===== config.mk =====
export PLATFORM = sky130hd
export DESIGN_NAME = exec_stage
export DESIGN_NICKNAME = d
export VERILOG_FILES = /design/src/rtl/exec_pkg.sv /design/src/rtl/short_path.sv /design/src/rtl/long_path.sv /design/src/rtl/slot_ctrl.sv /design/src/rtl/exec_stage.sv
export SDC_FILE = /design/constraint.sdc
export NUM_CORES = 1
export LEC_CHECK = 0
export ABC_AREA = 1
export BUFFER_PORTS_ARGS = -buffer_cell sky130_fd_sc_hd__buf_2
export CORE_MARGIN = 2
export CORE_UTILIZATION = 52
export DETAILED_ROUTE_END_ITERATION = 6
export PLACE_DENSITY = 0.83
export SYNTH_ARGS = -nofsm -noshare
export SYNTH_HDL_FRONTEND = slang
export SYNTH_SLANG_ARGS = --single-unit
export TNS_END_PERCENT = 1

===== constraint.sdc =====
create_clock -name clk -period 1.4 [get_ports clk]
set_input_delay 0 -clock clk [delete_from_list [all_inputs] [get_ports clk]]
set_output_delay 0 -clock clk [all_outputs]
set_load 0.03 [all_outputs]

===== src/rtl/exec_pkg.sv =====
package exec_pkg;
  typedef enum logic {
    SLOT_IDLE = 1'b0,
    SLOT_WAIT = 1'b1
  } slot_state_e;
endpackage


===== src/rtl/short_path.sv =====
module short_path #(
  parameter int W = 16
) (
  input  logic [W-1:0] a,
  output logic [W-1:0] y
);
  assign y = a + W'(1);
endmodule


===== src/rtl/long_path.sv =====
module long_path #(
  parameter int W   = 16,
  parameter int ROT = 4
) (
  input  logic         clk,
  input  logic         rst_n,
  input  logic         req_valid,
  output logic         req_ready,
  input  logic [W-1:0] req_data,
  output logic         rsp_valid,
  input  logic         rsp_ready,
  output logic [W-1:0] rsp_data
);
  localparam logic [W-1:0] MASK = W'({W{2'b01}});

  logic [W-1:0] step1, step2;
  logic [W-1:0] b1_q, b2_q;
  logic         b1_v, b2_v;
  logic         b2_free, move12;

  // first step on request
  assign step1 = req_data + (req_data << 1);

  // middle step between the two buffers
  generate
    if (ROT == 0) begin : g_norot
      assign step2 = b1_q;
    end else begin : g_rot
      assign step2 = {b1_q[W-1-ROT:0], b1_q[W-1:W-ROT]};
    end
  endgenerate

  assign b2_free   = !b2_v || rsp_ready;
  assign move12    = b1_v && b2_free;
  assign req_ready = !b1_v || move12;

  always_ff @(posedge clk or negedge rst_n) begin
    if (!rst_n) begin
      b1_v <= 1'b0;
      b1_q <= '0;
      b2_v <= 1'b0;
      b2_q <= '0;
    end else begin
      if (req_valid && req_ready) begin
        b1_v <= 1'b1;
        b1_q <= step1;
      end else if (move12) begin
        b1_v <= 1'b0;
      end
      if (move12) begin
        b2_v <= 1'b1;
        b2_q <= step2;
      end else if (rsp_ready) begin
        b2_v <= 1'b0;
      end
    end
  end

  // last step on response dequeue
  assign rsp_valid = b2_v;
  assign rsp_data  = b2_q ^ MASK;
endmodule


===== src/rtl/slot_ctrl.sv =====
module slot_ctrl #(
  parameter int W = 16
) (
  input  logic         clk,
  input  logic         rst_n,
  input  logic         op_valid,
  input  logic         op_long,
  output logic         op_ready,
  input  logic [W-1:0] short_res,
  output logic         req_valid,
  input  logic         req_ready,
  input  logic         rsp_valid,
  output logic         rsp_ready,
  input  logic [W-1:0] rsp_data,
  output logic         res_valid,
  input  logic         res_ready,
  output logic [W-1:0] res_data,
  output logic         waiting
);
  import exec_pkg::*;

  slot_state_e state_q, state_d;

  always_comb begin
    op_ready  = 1'b0;
    req_valid = 1'b0;
    rsp_ready = 1'b0;
    res_valid = 1'b0;
    res_data  = short_res;
    state_d   = state_q;
    if (state_q == SLOT_IDLE) begin
      if (op_valid) begin
        if (op_long) begin
          req_valid = 1'b1;
          if (req_ready) state_d = SLOT_WAIT;
        end else begin
          res_valid = 1'b1;
          op_ready  = res_ready;
        end
      end
    end else begin
      res_valid = rsp_valid;
      res_data  = rsp_data;
      rsp_ready = res_ready;
      op_ready  = rsp_valid && res_ready;
      if (rsp_valid && res_ready) state_d = SLOT_IDLE;
    end
  end

  always_ff @(posedge clk or negedge rst_n) begin
    if (!rst_n) state_q <= SLOT_IDLE;
    else        state_q <= state_d;
  end

  assign waiting = (state_q == SLOT_WAIT);
endmodule


===== src/rtl/exec_stage.sv =====
module exec_stage #(
  parameter int W   = 16,
  parameter int ROT = 4
) (
  input  logic         clk,
  input  logic         rst_n,
  input  logic         op_valid,
  output logic         op_ready,
  input  logic         op_long,
  input  logic [W-1:0] op_data,
  output logic         res_valid,
  input  logic         res_ready,
  output logic [W-1:0] res_data
);
  logic [W-1:0] short_res, rsp_data;
  logic         req_valid, req_ready, rsp_valid, rsp_ready, waiting;
  logic         req_fire;

  assign req_fire = req_valid && req_ready;

  short_path #(.W(W)) u_short (.a(op_data), .y(short_res));

  long_path #(.W(W), .ROT(ROT)) u_long (
    .clk(clk), .rst_n(rst_n),
    .req_valid(req_valid), .req_ready(req_ready), .req_data(op_data),
    .rsp_valid(rsp_valid), .rsp_ready(rsp_ready), .rsp_data(rsp_data)
  );

  slot_ctrl #(.W(W)) u_ctrl (
    .clk(clk), .rst_n(rst_n),
    .op_valid(op_valid), .op_long(op_long), .op_ready(op_ready),
    .short_res(short_res),
    .req_valid(req_valid), .req_ready(req_ready),
    .rsp_valid(rsp_valid), .rsp_ready(rsp_ready), .rsp_data(rsp_data),
    .res_valid(res_valid), .res_ready(res_ready), .res_data(res_data),
    .waiting(waiting)
  );
endmodule


# Word-level counts from Yosys, hierarchy flattened
# Cells that the tools add are included.
[word_totals]
register_bits = 35
latchBits = 0
ramBits = 0
mem_bits_ro = 0
inputBits = 21
output_inout_bits = 18
elab_cells = 37
mem_count = 0
[op_classes]
n_addsub = 2
n_mul = 0
div_mod_pow = 0
order_cmp = 0
n_eq_ne = 0
shift = 0
mux = 20
n_bitwise = 1
n_reduce_logical = 9
[op_table]
columns = ["cell", "count"]
rows = [
  ["$mux 1", 19],
  ["$add 16x1->16 const B", 1],
  ["$add 16x16->16", 1],
  ["$mux 16", 1],
  ["$not 8->8", 1],
  ["$reduce_bool 2->1", 2],
  ["$logic_and 1x1->1", 3],
  ["$logic_not 1->1", 2],
  ["$logic_or 1x1->1", 2],
]

# Depth between registers and ports, before layout
# Gate-level depths: netlist of the first run.
[depth]
ltp_word = 8
mapped_depth = 11
ltp_nobuf = 11

# By module
# Synthesis of the first run repeated with hierarchy kept, for this count alone.
[unflattened]
hier_cells = 435
area_unflattened_um2 = 2894.0
[by_module_without_submodules]
columns = ["module", "n_inst", "cells_per_inst", "area_each_um2", "seq_area_each_um2"]
rows = [
  ["long_path", 1, 295, 2202.1, 850.8],
  ["short_path", 1, 72, 397.9, 0.0],
  ["slot_ctrl", 1, 68, 294.0, 25.0],
]

# Worst setup path before layout of the first run
# No wires, ideal clock.
[synth_path]
path_kind = "register -> output"
from = "register u_ctrl.state_q (netlist: u_ctrl.waiting)"
to = "output op_ready"
arrival_time_ns = 1.568
t_required_ns = 1.400
path_slack_ns = -0.168
stages_incl_launch_ff = 5
n_path_buf = 1
cell_sequence = "dfrtp_1 -> buf_4 -> clkinv_1 -> o22ai_1 -> and2_1"
[synth_between]
elab_chain_cells = 1
[synth_lines]
columns = ["element", "line", "source"]
rows = [
  ["from (decl)", "slot_ctrl.sv:22", "slot_state_e state_q, state_d;"],
  ["from (signal assigned)", "slot_ctrl.sv:52", "else state_q <= state_d;"],
  ["$mux 1", "slot_ctrl.sv:31", "if (state_q == SLOT_IDLE) begin"],
  ["to (decl)", "exec_stage.sv:8", "output logic op_ready,"],
]
# Every way passes these cells.

# Final worst setup path of the first run
[layout_path]
from = "register u_ctrl.state_q (netlist: u_ctrl.waiting)"
to = "register u_long.b1_q[7]"
[layout_between]
elab_chain_cells = 5
word_cells_on_any_way = 6
cone_classes = "2 x mux; 4 x reduce/logical"
[layout_lines]
columns = ["element", "line", "source"]
rows = [
  ["$mux 1", "slot_ctrl.sv:31", ""],
  ["$logic_or 1x1->1", "long_path.sv:33", "assign b2_free = !b2_v || rsp_ready;"],
  ["$logic_and 1x1->1", "long_path.sv:34", "assign move12 = b1_v && b2_free;"],
  ["$logic_or 1x1->1", "long_path.sv:35", "assign req_ready = !b1_v || move12;"],
  ["$logic_and 1x1->1 (*)", "long_path.sv:44", "if (req_valid && req_ready) begin"],
  ["to (signal assigned)", "long_path.sv:46", "b1_q <= step1;"],
  ["to (decl)", "long_path.sv:17", "logic [W-1:0] b1_q, b2_q;"],
]
# Mark *: on every way between the ends. The rest lies on a longest branch, timed or not.
# A chain may end at the register's enable or synchronous reset.

==> results of run 1 <==
==> synth_stat cells (all sizes together) <==
cell	n
or2	2
nand4	5
clkbuf	1
clkinv	1
inv	51
xor2	6
nor3	2
ha	14
fa	1
o21ai	27
o22ai	1
buf	6
a21oi	9
nand3	24
nor2	22
xnor2	7
mux2	14
a22oi	1
o21bai	1
nand2	130
dfrtp	35
and2	1
nand3b	3
==> kinds of logic (layout without fill, tap and decap cells) <==
logic type | Yosys count | in the layout
XOR/XNOR | 13 | 13
adder cells (fa/ha/maj) | 15 | 15
AO/OA/AOI/OAI | 39 | 39
AND/OR/NAND/NOR | 189 | 189
multiplexers | 14 | 14
buffers and inverters | 59 | 124
flip-flops | 35 | 35
==> worst max-delay path by stage <==
| stage | slack [ps] | cells past startpoint | endpoint | start |
|---|---|---|---|---|
| after floorplan | -120 | 4 | res_data[10] | u_ctrl.waiting$_DFF_PN0_ |
| after global placement | 0.7 | 10 | res_data[9] | op_data[1] |
| after detailed placement | -120 | 11 | u_long.b1_q[9]$_DFFE_PN0P_ | op_data[1] |
| after CTS | -50 | 7 | u_long.b1_q[8]$_DFFE_PN0P_ | u_ctrl.waiting$_DFF_PN0_ |
| after global routing | -120 | 8 | u_long.b1_q[7]$_DFFE_PN0P_ | u_ctrl.waiting$_DFF_PN0_ |
| final | -100 | 8 | u_long.b1_q[7]$_DFFE_PN0P_ | u_ctrl.waiting$_DFF_PN0_ |
==> flip-flops by register name, indices dropped and copies added (netlist names) <==
register	flops
u_long.b1_q	16
u_long.b2_q	16
u_ctrl.waiting	1
u_long.b1_v	1
u_long.rsp_valid	1
==> layer usage <==
| layer | up-vias | share of wire | track usage |
|---|---|---|---|
| li1 | 1280 | - | - |
| met5 | - | 0 | 0 |
| met3 | 17 | 0.061 | 0.0375 |
| met2 | 91 | 0.51 | 0.489 |
| met4 | 0 | 0.023 | 0.107 |
| met1 | 1240 | 0.41 | 0.344 |
==> power groups by stage <==
stage	sequential (mW)	combinational, mW	clock (mW)
after global routing	1.81	3.34	1.00
after CTS	1.74	2.70	0.970
final	1.76	3.08	0.964
after global placement	1.72	2.42	0
after detailed placement	1.75	2.49	0
after floorplan	1.67	1.86	0
==> metrics by stage <==
stage,power [mW],cells,hold WS (ps),utilization,instance area (µm²)
after floorplan,3.52,364,-296,-,2600
after global placement,4.14,479,60.2,0.622,2960
after detailed placement,4.24,479,59.6,0.622,2960
after CTS,5.41,492,75.4,0.669,3180
after global routing,6.15,496,92.8,0.706,3360
final,5.80,496,56.4,0.706,3360
==> cell type report <==
class,count,share of cell area
Clock buffer,6,0.0246
Sequential cell,35,0.261
Tap cell,67,0.0250
Multi-Input combinational cell,270,0.476
Timing Repair Buffer,64,0.142
Inverter,52,0.0608
Clock inverter,2,0.0104
==> repair_timing <==
| item | in CTS | in global routing |
|---|---|---|
| hold buffers | 2 | 0 |
| hold endpoints to repair | 36 | 0 |
| setup endpoints to repair | 13 | 45 |
| setup buffers | 2 | 4 |
| gates resized for setup | 20 | 50 |
| cloned | 1 | 0 |
| pin swaps | 2 | 10 |
==> worst register-to-register path: stages (launching register included) <==
cell and delay (ps):
dfrtp_1 400, buf_6 130, a21oi_4 160, nand2_2 80, nand2_2 120, clkinvlp_4 190
buf_6 200, nand3_2 60, o21ai_1 60
==> layout by cell type (no fill, tap or decap), drive strengths merged, types with 2 or more instances in the layout <==
master	instances
or2	2
buf	62
xnor2	7
o21ai	27
inv	50
ha	14
nand3	24
mux2	14
nand3b	3
clkbuf	6
xor2	6
a21oi	9
nor2	22
dlygate4sd3	2
nor3	2
nand2	130
clkinv	2
dfrtp	35
nand4	5
==> impl_metrics.ini, run 1 <==
[hold_path]
hold_depth = 4
hold_start = res_ready
hold_path_class = input port to flop
whs_endpoint = u_long.b1_v$_DFFE_PN0P_

[timing]
setup_viol = 21
final.setup.worst_slack_ps = -99.7
slew_viol_final = 0
slew_headroom = 0.705
hold_viol_final = 0
fmax_mhz = 667
fin_crit_ps = 1500
final.setup.tns_ps = -808
finalClockSkew_ps = 6.29
worstMarginPinSlew_ps = 442
rsz0062_at_grt = true
finalCritPeriodShare = 1.07

[synthesis]
ys_types = 36
synth-xor-area-share = 0.0439
synth_fp_nets = 400
ys_seq_area_frac = 0.338
yosys_warnings = 0
synth.area.top_cells = dfrtp_1 (34%), nand2_1 (19%), inv_1 (7.2%)
ys_ff_latch = 35
synth-compound-area-share = 0.0806
synth_simple_gate_area_frac = 0.310
synth_fa_ha_area_frac = 0.0753
synth_top_family_by_area = simple AND/OR/NAND/NOR gates
synth.avg_cell_area_um2 = 7.13
yosys.area.top_type = dfrtp_1
synth_top_cell_area_share = 0.338
syn_area_mm2 = 0.00259
synthCells = 364
synth.area.mux_share = 0.0608

[flow_run]
maxCapViolCount = 0

[setup_path]
slowest_delay_ps = 400
slowest_stage = dfrtp_1
crit_type = flop to flop
timing.rr.start = u_ctrl.waiting$_DFF_PN0_
arrival_ps = 1680
cp_num_buf_inv = 3
reg2reg_to = u_long.b1_q[7]$_DFFE_PN0P_
critPathLaunchType = flop
cp_top_family = buffers and inverters
crit_fanout = 6
required_ps = 1580
endpoint_kind = flop
rr_worst_depth = 8
path_cells = buf_6 -> a21oi_4 -> nand2_2 -> nand2_2 -> clkinvlp_4 -> buf_6 -> nand3_2 -> o21ai_1
rrSetupSlack_ps = -100

[place]
place_congestion = 0.911
dpl_worst_slack_ps = -121
portBuffers = 38
place_hpwl_mm = 5.21

[clock_tree]
clkSlewWorstSetupHoldPaths_ps = 70
htreeDepth = 2
cts_num_sinks = 35
cts_tree = done
worstSkewPairLatency_ps = 290
clockBufferDepth = 2
cts-root-buf = clkbuf_8
tritoncts.num_buffers = 5

[layout]
seqCellArea_um2 = 876
syn_to_final_growth_pct = 29.4
antenna_cells = 0
fin_nets = 464
multi_input_area_mm2 = 0.00160
layout-drive-gt1-share = 0.268
num-fill-cells = 350

[power_and_ir_drop]
vdd_drop_max_uv = 845
clock_power_share = 0.166
p_sw_frac = 0.423
p_int_mw = 3.35
pwr-share-comb = 0.531
cellLeakagePower_nw = 1.78
p_sw_mw = 2.46
power.density_mw_per_mm2 = 1730
power_frac_seq = 0.303

[die]
die_y_um = 74.6
initial_core_util = 0.546
pin_count = 39
die-area_mm2 = 0.00557
core_mm2 = 0.00475
fp.dieW_um = 74.6
placementRows = 25

[global_route]
gr-usage-all-layers = 0.277
antenna_found_initial = 0
grt-ovfl-total = 0
grt_pass1_wl_mm = 11.6
grt_max_degree = 36
grt_pass1_vias = 2576

[outcome]
violations = negative setup slack
status = finished with violations

[drt]
ant_nets = 0
drc = 0
dr.pass1.iters = 4
via_count = 2628
via_per_inst = 5.30
initialDrtViolationCount = 236
wire_per_inst_um = 15.1
routed_wl_mm = 7.51
Note: power is estimated with default switching activity, not from simulation.
==> inputs of run 2 (changes only) <==
CELL_PAD_IN_SITES_DETAIL_PLACEMENT = 1   (was not set)
CELL_PAD_IN_SITES_GLOBAL_PLACEMENT = 1   (was not set)
CORE_UTILIZATION = 37   (was 52)
PLACE_DENSITY = 0.82   (was 0.83)
==> run 2 against run 1 <==
Against the previous run:
- the flow still finishes with violations (negative setup slack)
- design area is 3.2% higher
- utilization fell by 20 points
- first-iteration DRC count down 1.3%
- worst hold slack better by 45 ps
- total power about the same
- critical path depth down 4
- global-route usage decreased by 3.5 points
- via count increased by 3.7%
- worst setup slack better by 71 ps
- die area grew 38%
- clock power shrank 20%
- wire length up 23%
==> impl_metrics.ini, run 2 (synthesis gave the netlist of run 1 again) <==
[outcome]
status = finished with violations
violations = negative setup slack

[die]
initial_core_util = 0.382
placementRows = 30
core_mm2 = 0.00679
pin_count = 39
die-area_mm2 = 0.00770
fp.dieW_um = 87.7
die_y_um = 87.7

[timing]
final.setup.worst_slack_ps = -28.3
slew_viol_final = 0
worstMarginPinSlew_ps = 478
finalCritPeriodShare = 1.02
fmax_mhz = 700
slew_headroom = 0.681
setup_viol = 4
fin_crit_ps = 1430
hold_viol_final = 0
rsz0062_at_grt = true
finalClockSkew_ps = 3.13
timing.hold.ws_ps = 101

[drt]
wire_per_inst_um = 17.4
via_count = 2724
via_per_inst = 5.12
routed_wl_mm = 9.25
ant_nets = 0
drc = 0
dr.pass1.iters = 4
initialDrtViolationCount = 233

[setup_path]
crit_type = flop to primary output
path_cells = clkinv_4 -> buf_12 -> o21ai_2 -> buf_6
rrSetupSlack_ps = 0
slowest_delay_ps = 480
reg2reg_to = u_long.b1_q[8]$_DFFE_PN0P_
cp_top_family = flip-flops
cp_num_buf_inv = 3
arrival_ps = 1430
critPathLaunchType = flop
endpoint_kind = primary output
timing.rr.start = u_ctrl.waiting$_DFF_PN0_
slowest_stage = dfrtp_2
required_ps = 1400
rr_worst_depth = 6
crit_fanout = 8

[power_and_ir_drop]
total_power_mw = 5.81
power.density_mw_per_mm2 = 1680
cellLeakagePower_nw = 1.82
vdd_drop_max_uv = 438

[hold_path]
whs_endpoint = u_ctrl.waiting$_DFF_PN0_
hold_path_class = input port to flop
hold_depth = 4
hold_start = res_ready

[clock_tree]
htreeDepth = 2
clockBufferDepth = 2
cts_tree = done
cts-root-buf = clkbuf_8
cts_num_sinks = 35
tritoncts.num_buffers = 5
worstSkewPairLatency_ps = 290
clkSlewWorstSetupHoldPaths_ps = 70

[layout]
final_cells = 532
layout-drive-gt1-share = 0.289
antenna_cells = 0
post-route-util = 0.510
layout_commonest_cell = nand2_1
fin_nets = 472
reg.largest.list = u_long.b1_q x16, u_long.b2_q x16
final_cell_mix = nand2_1 (123), inv_1 (49), buf_4 (38)
syn_to_final_growth_pct = 33.6

[place]
place_hpwl_mm = 6.50
place_congestion = 0.907
place_inst = 521
portBuffers = 38

[global_route]
grt_max_degree = 36
grt_pass1_vias = 2940
grt_pass1_wl_mm = 14.3
antenna_found_initial = 0
grt-ovfl-total = 0
gr-usage-all-layers = 0.242

[flow_run]
maxCapViolCount = 0
==> run 2: report_power, final <==
| group | switching [mW] | leakage [nW] | internal (mW) | total [mW] |
|---|---|---|---|---|
| Clock | 0.389 | 0.0470 | 0.387 | 0.775 |
| Sequential | 0.310 | 0.434 | 1.49 | 1.80 |
| Combinational | 1.87 | 1.33 | 1.36 | 3.23 |
| Total | 2.57 | 1.82 | 3.23 | 5.81 |
==> run 2: cell type report <==
| type | instances | area (µm²) |
|---|---|---|
| fillers | 841 | 3330 |
| multi-input cells | 270 | 1620 |
| flip-flops and latches | 35 | 877 |
| repair buffers | 71 | 549 |
| inverters | 52 | 204 |
| well taps | 96 | 120 |
| clock buffers | 6 | 82.6 |
| repair inverters | 1 | 7.51 |
| clock inverters | 1 | 5.00 |
==> run 2: worst max path at each step <==
stage	startpoint	to	slack [ps]	cells after the start
floorplan	u_ctrl.waiting$_DFF_PN0_	res_data[10]	-120	4
finish	u_ctrl.waiting$_DFF_PN0_	res_data[8]	-30	4
global route	op_data[1]	res_data[14]	-90	13
global placement	op_data[1]	u_long.b1_q[13]$_DFFE_PN0P_	-40	12
detailed placement	op_data[1]	u_long.b1_q[13]$_DFFE_PN0P_	-170	12
CTS	u_ctrl.waiting$_DFF_PN0_	u_long.b1_q[8]$_DFFE_PN0P_	-20	6
==> run 2: timing repair <==
| action | in CTS | in global routing |
|---|---|---|
| cloned | 1 | 1 |
| setup buffers | 1 | 0 |
| resized for setup | 21 | 50 |
| endpoints found under the hold margin | 35 | 0 |
| pin swaps | 0 | 4 |
| setup endpoints to repair | 30 | 44 |
| hold buffers | 1 | 0 |
==> run 2: worst min-delay path, stage by stage <==
cell	delay (ps)
buf_2	130
nand2_1	70
nand2_1	60
nand2_1	80
==> run 2: metal layers <==
layer  share of wire  GRT usage
met5               0          0
met1            0.43      0.315
met2            0.52      0.426
met4           0.012     0.0587
met3           0.034     0.0302
==> run 2: through the flow <==
step	area, µm²	setup WS (ps)	TNS (ps)
floorplan	2600	-121	-261
global placement	3110	-37.7	-288
detailed placement	3110	-173	-1430
CTS	3290	-19.3	-64.9
global route	3470	-89.5	-1140
finish	3470	-28.3	-74.3
==> inputs of run 3 (changes only) <==
CELL_PAD_IN_SITES_GLOBAL_PLACEMENT = 2   (was 1)
CORE_UTILIZATION = 29   (was 37)
==> run 3 against run 2 <==
Against the previous run:
- the flow still finishes with violations (negative setup slack)
- sequential cell count did not move
- utilization shrank 10 points
- design area up 2.3%
- clock power increased by 23%
- critical path depth increased by 3
- fmax down 5.7%
- die area increased by 26%
- register-to-register slack worse by 120 ps
==> impl_metrics.ini, run 3 (synthesis gave the netlist of run 1 again) <==
[setup_path]
path_cells = buf_6 -> a21oi_4 -> nand2_2 -> nand2_4 -> clkinvlp_4 -> nand3_1 -> o21ai_1
required_ps = 1570
cp_num_buf_inv = 2
rr_worst_depth = 7
crit_fanout = 6
rrSetupSlack_ps = -120
cp_top_family = flip-flops
reg2reg_to = u_long.b1_q[8]$_DFFE_PN0P_
arrival_ps = 1680
slowest_delay_ps = 410
crit_type = flop to flop
timing.rr.start = u_ctrl.waiting$_DFF_PN0_
endpoint_kind = flop
slowest_stage = dfrtp_1
critPathLaunchType = flop

[drt]
initialDrtViolationCount = 83
routed_wl_mm = 8.60
wire_per_inst_um = 15.5
via_count = 2642
dr.pass1.iters = 4
drc = 0
via_per_inst = 4.78
ant_nets = 0

[hold_path]
hold_start = op_data[15]
whs_endpoint = u_long.b1_q[15]$_DFFE_PN0P_
hold_depth = 5
hold_path_class = input port to flop

[power_and_ir_drop]
total_power_mw = 5.97
power.density_mw_per_mm2 = 1680
cellLeakagePower_nw = 1.89
vdd_drop_max_uv = 603

[global_route]
grt_max_degree = 36
grt_pass1_vias = 2914
gr-usage-all-layers = 0.182
grt-ovfl-total = 0
antenna_found_initial = 0
grt_pass1_wl_mm = 14.2

[layout]
antenna_cells = 0
final_cell_mix = nand2_1 (125), inv_1 (49), buf_4 (45)
num-fill-cells = 1098
fin_area_mm2 = 0.00355
reg.largest.list = u_long.b1_q x16, u_long.b2_q x16
layout-drive-gt1-share = 0.297
layout_commonest_cell = nand2_1
syn_to_final_growth_pct = 36.8
fin_nets = 480

[die]
initial_core_util = 0.299
pin_count = 39
placementRows = 34
fp.dieW_um = 98.6
core_mm2 = 0.00868
die_y_um = 98.6
die-area_mm2 = 0.00972

[clock_tree]
cts_num_sinks = 35
cts-root-buf = clkbuf_8
clockBufferDepth = 2
cts_tree = done
tritoncts.num_buffers = 5
worstSkewPairLatency_ps = 290
htreeDepth = 2
clkSlewWorstSetupHoldPaths_ps = 80

[place]
place_area_mm2 = 0.00315
portBuffers = 38
place_hpwl_mm = 6.70
place_congestion = 0.911

[outcome]
violations = negative setup slack
status = finished with violations

[flow_run]
maxCapViolCount = 0

[timing]
finalCritPeriodShare = 1.08
rsz0062_at_grt = true
slew_headroom = 0.690
hold_viol_final = 0
fmax_mhz = 660
finalClockSkew_ps = 7.47
setup_viol = 17
slew_viol_final = 0
final.setup.worst_slack_ps = -115
fin_crit_ps = 1520
worstMarginPinSlew_ps = 464
[run 3: cell count changes in the layout (fill, tap and decap cells not counted), moves of 2 or more]
cell,delta
buf_12,-2
buf_4,+7
buf_6,+3
ha_1,+2
ha_4,-2
mux2_2,-11
mux2_4,+11
nand2_1,+2
nand2_2,-2
nand3_2,+2
nor2_1,-2
[run 3: where the power goes]
| part | internal, mW | switching (mW) | leakage [nW] |
|---|---|---|---|
| clock | 0.531 | 0.419 | 0.0581 |
| combinational | 1.42 | 1.83 | 1.40 |
| sequential | 1.49 | 0.278 | 0.435 |
[run 3: worst max path at each step]
stage / from / end / cells past startpoint
2_1_floorplan: u_ctrl.waiting$_DFF_PN0_ / res_data[10] / 4
3_3_place_gp: op_data[4] / u_long.b1_q[7]$_DFFE_PN0P_ / 9
3_5_place_dp: op_data[1] / u_long.b1_q[13]$_DFFE_PN0P_ / 12
4_1_cts: u_ctrl.waiting$_DFF_PN0_ / u_long.b1_q[15]$_DFFE_PN0P_ / 8
5_1_grt: u_ctrl.waiting$_DFF_PN0_ / u_long.b1_q[14]$_DFFE_PN0P_ / 8
6_report: u_ctrl.waiting$_DFF_PN0_ / u_long.b1_q[8]$_DFFE_PN0P_ / 7
[run 3: what timing repair did]
item	CTS	global route
pin swaps	0	6
setup endpoints to repair	20	49
hold buffers	2	0
buffers inserted	1	3
endpoints found under the hold margin	36	0
resized for setup	20	62
[run 3: per-layer routing]
layer / global-route usage / wire [µm]
met1: 0.220 / 3940
met2: 0.328 / 4220
met3: 0.0241 / 235
met4: 0.0664 / 201
met5: 0 / 0
[run 3: final cells by class]
class / instances / area, µm² / share of cell area
flip-flops and latches: 35 / 876 / 0.247
multi-input cells: 270 / 1620 / 0.458
repair buffers: 80 / 596 / 0.168
clock buffers: 5 / 68.8 / 0.0194
well taps: 108 / 135 / 0.0381
inverters: 52 / 204 / 0.0575
clock inverters: 3 / 43.8 / 0.0123
[run 3: tightest hold or removal path: stages]
cell and delay, ps:
buf_2 100, xor2_1 80, nand2_1 70, nand3_2 60
nand2_1 60
[run 3: stage by stage]
step | util | hold WS (ps) | std cells | setup TNS, ps | setup WS (ps)
2_1_floorplan | - | -296 | 364 | -261 | -121
3_3_place_gp | 0.363 | 69.0 | 539 | -736 | -178
3_5_place_dp | 0.363 | 78.5 | 539 | -1190 | -213
4_1_cts | 0.384 | 124 | 550 | -1520 | -119
5_1_grt | 0.409 | 166 | 553 | -3660 | -160
6_report | 0.409 | 121 | 553 | -819 | -115
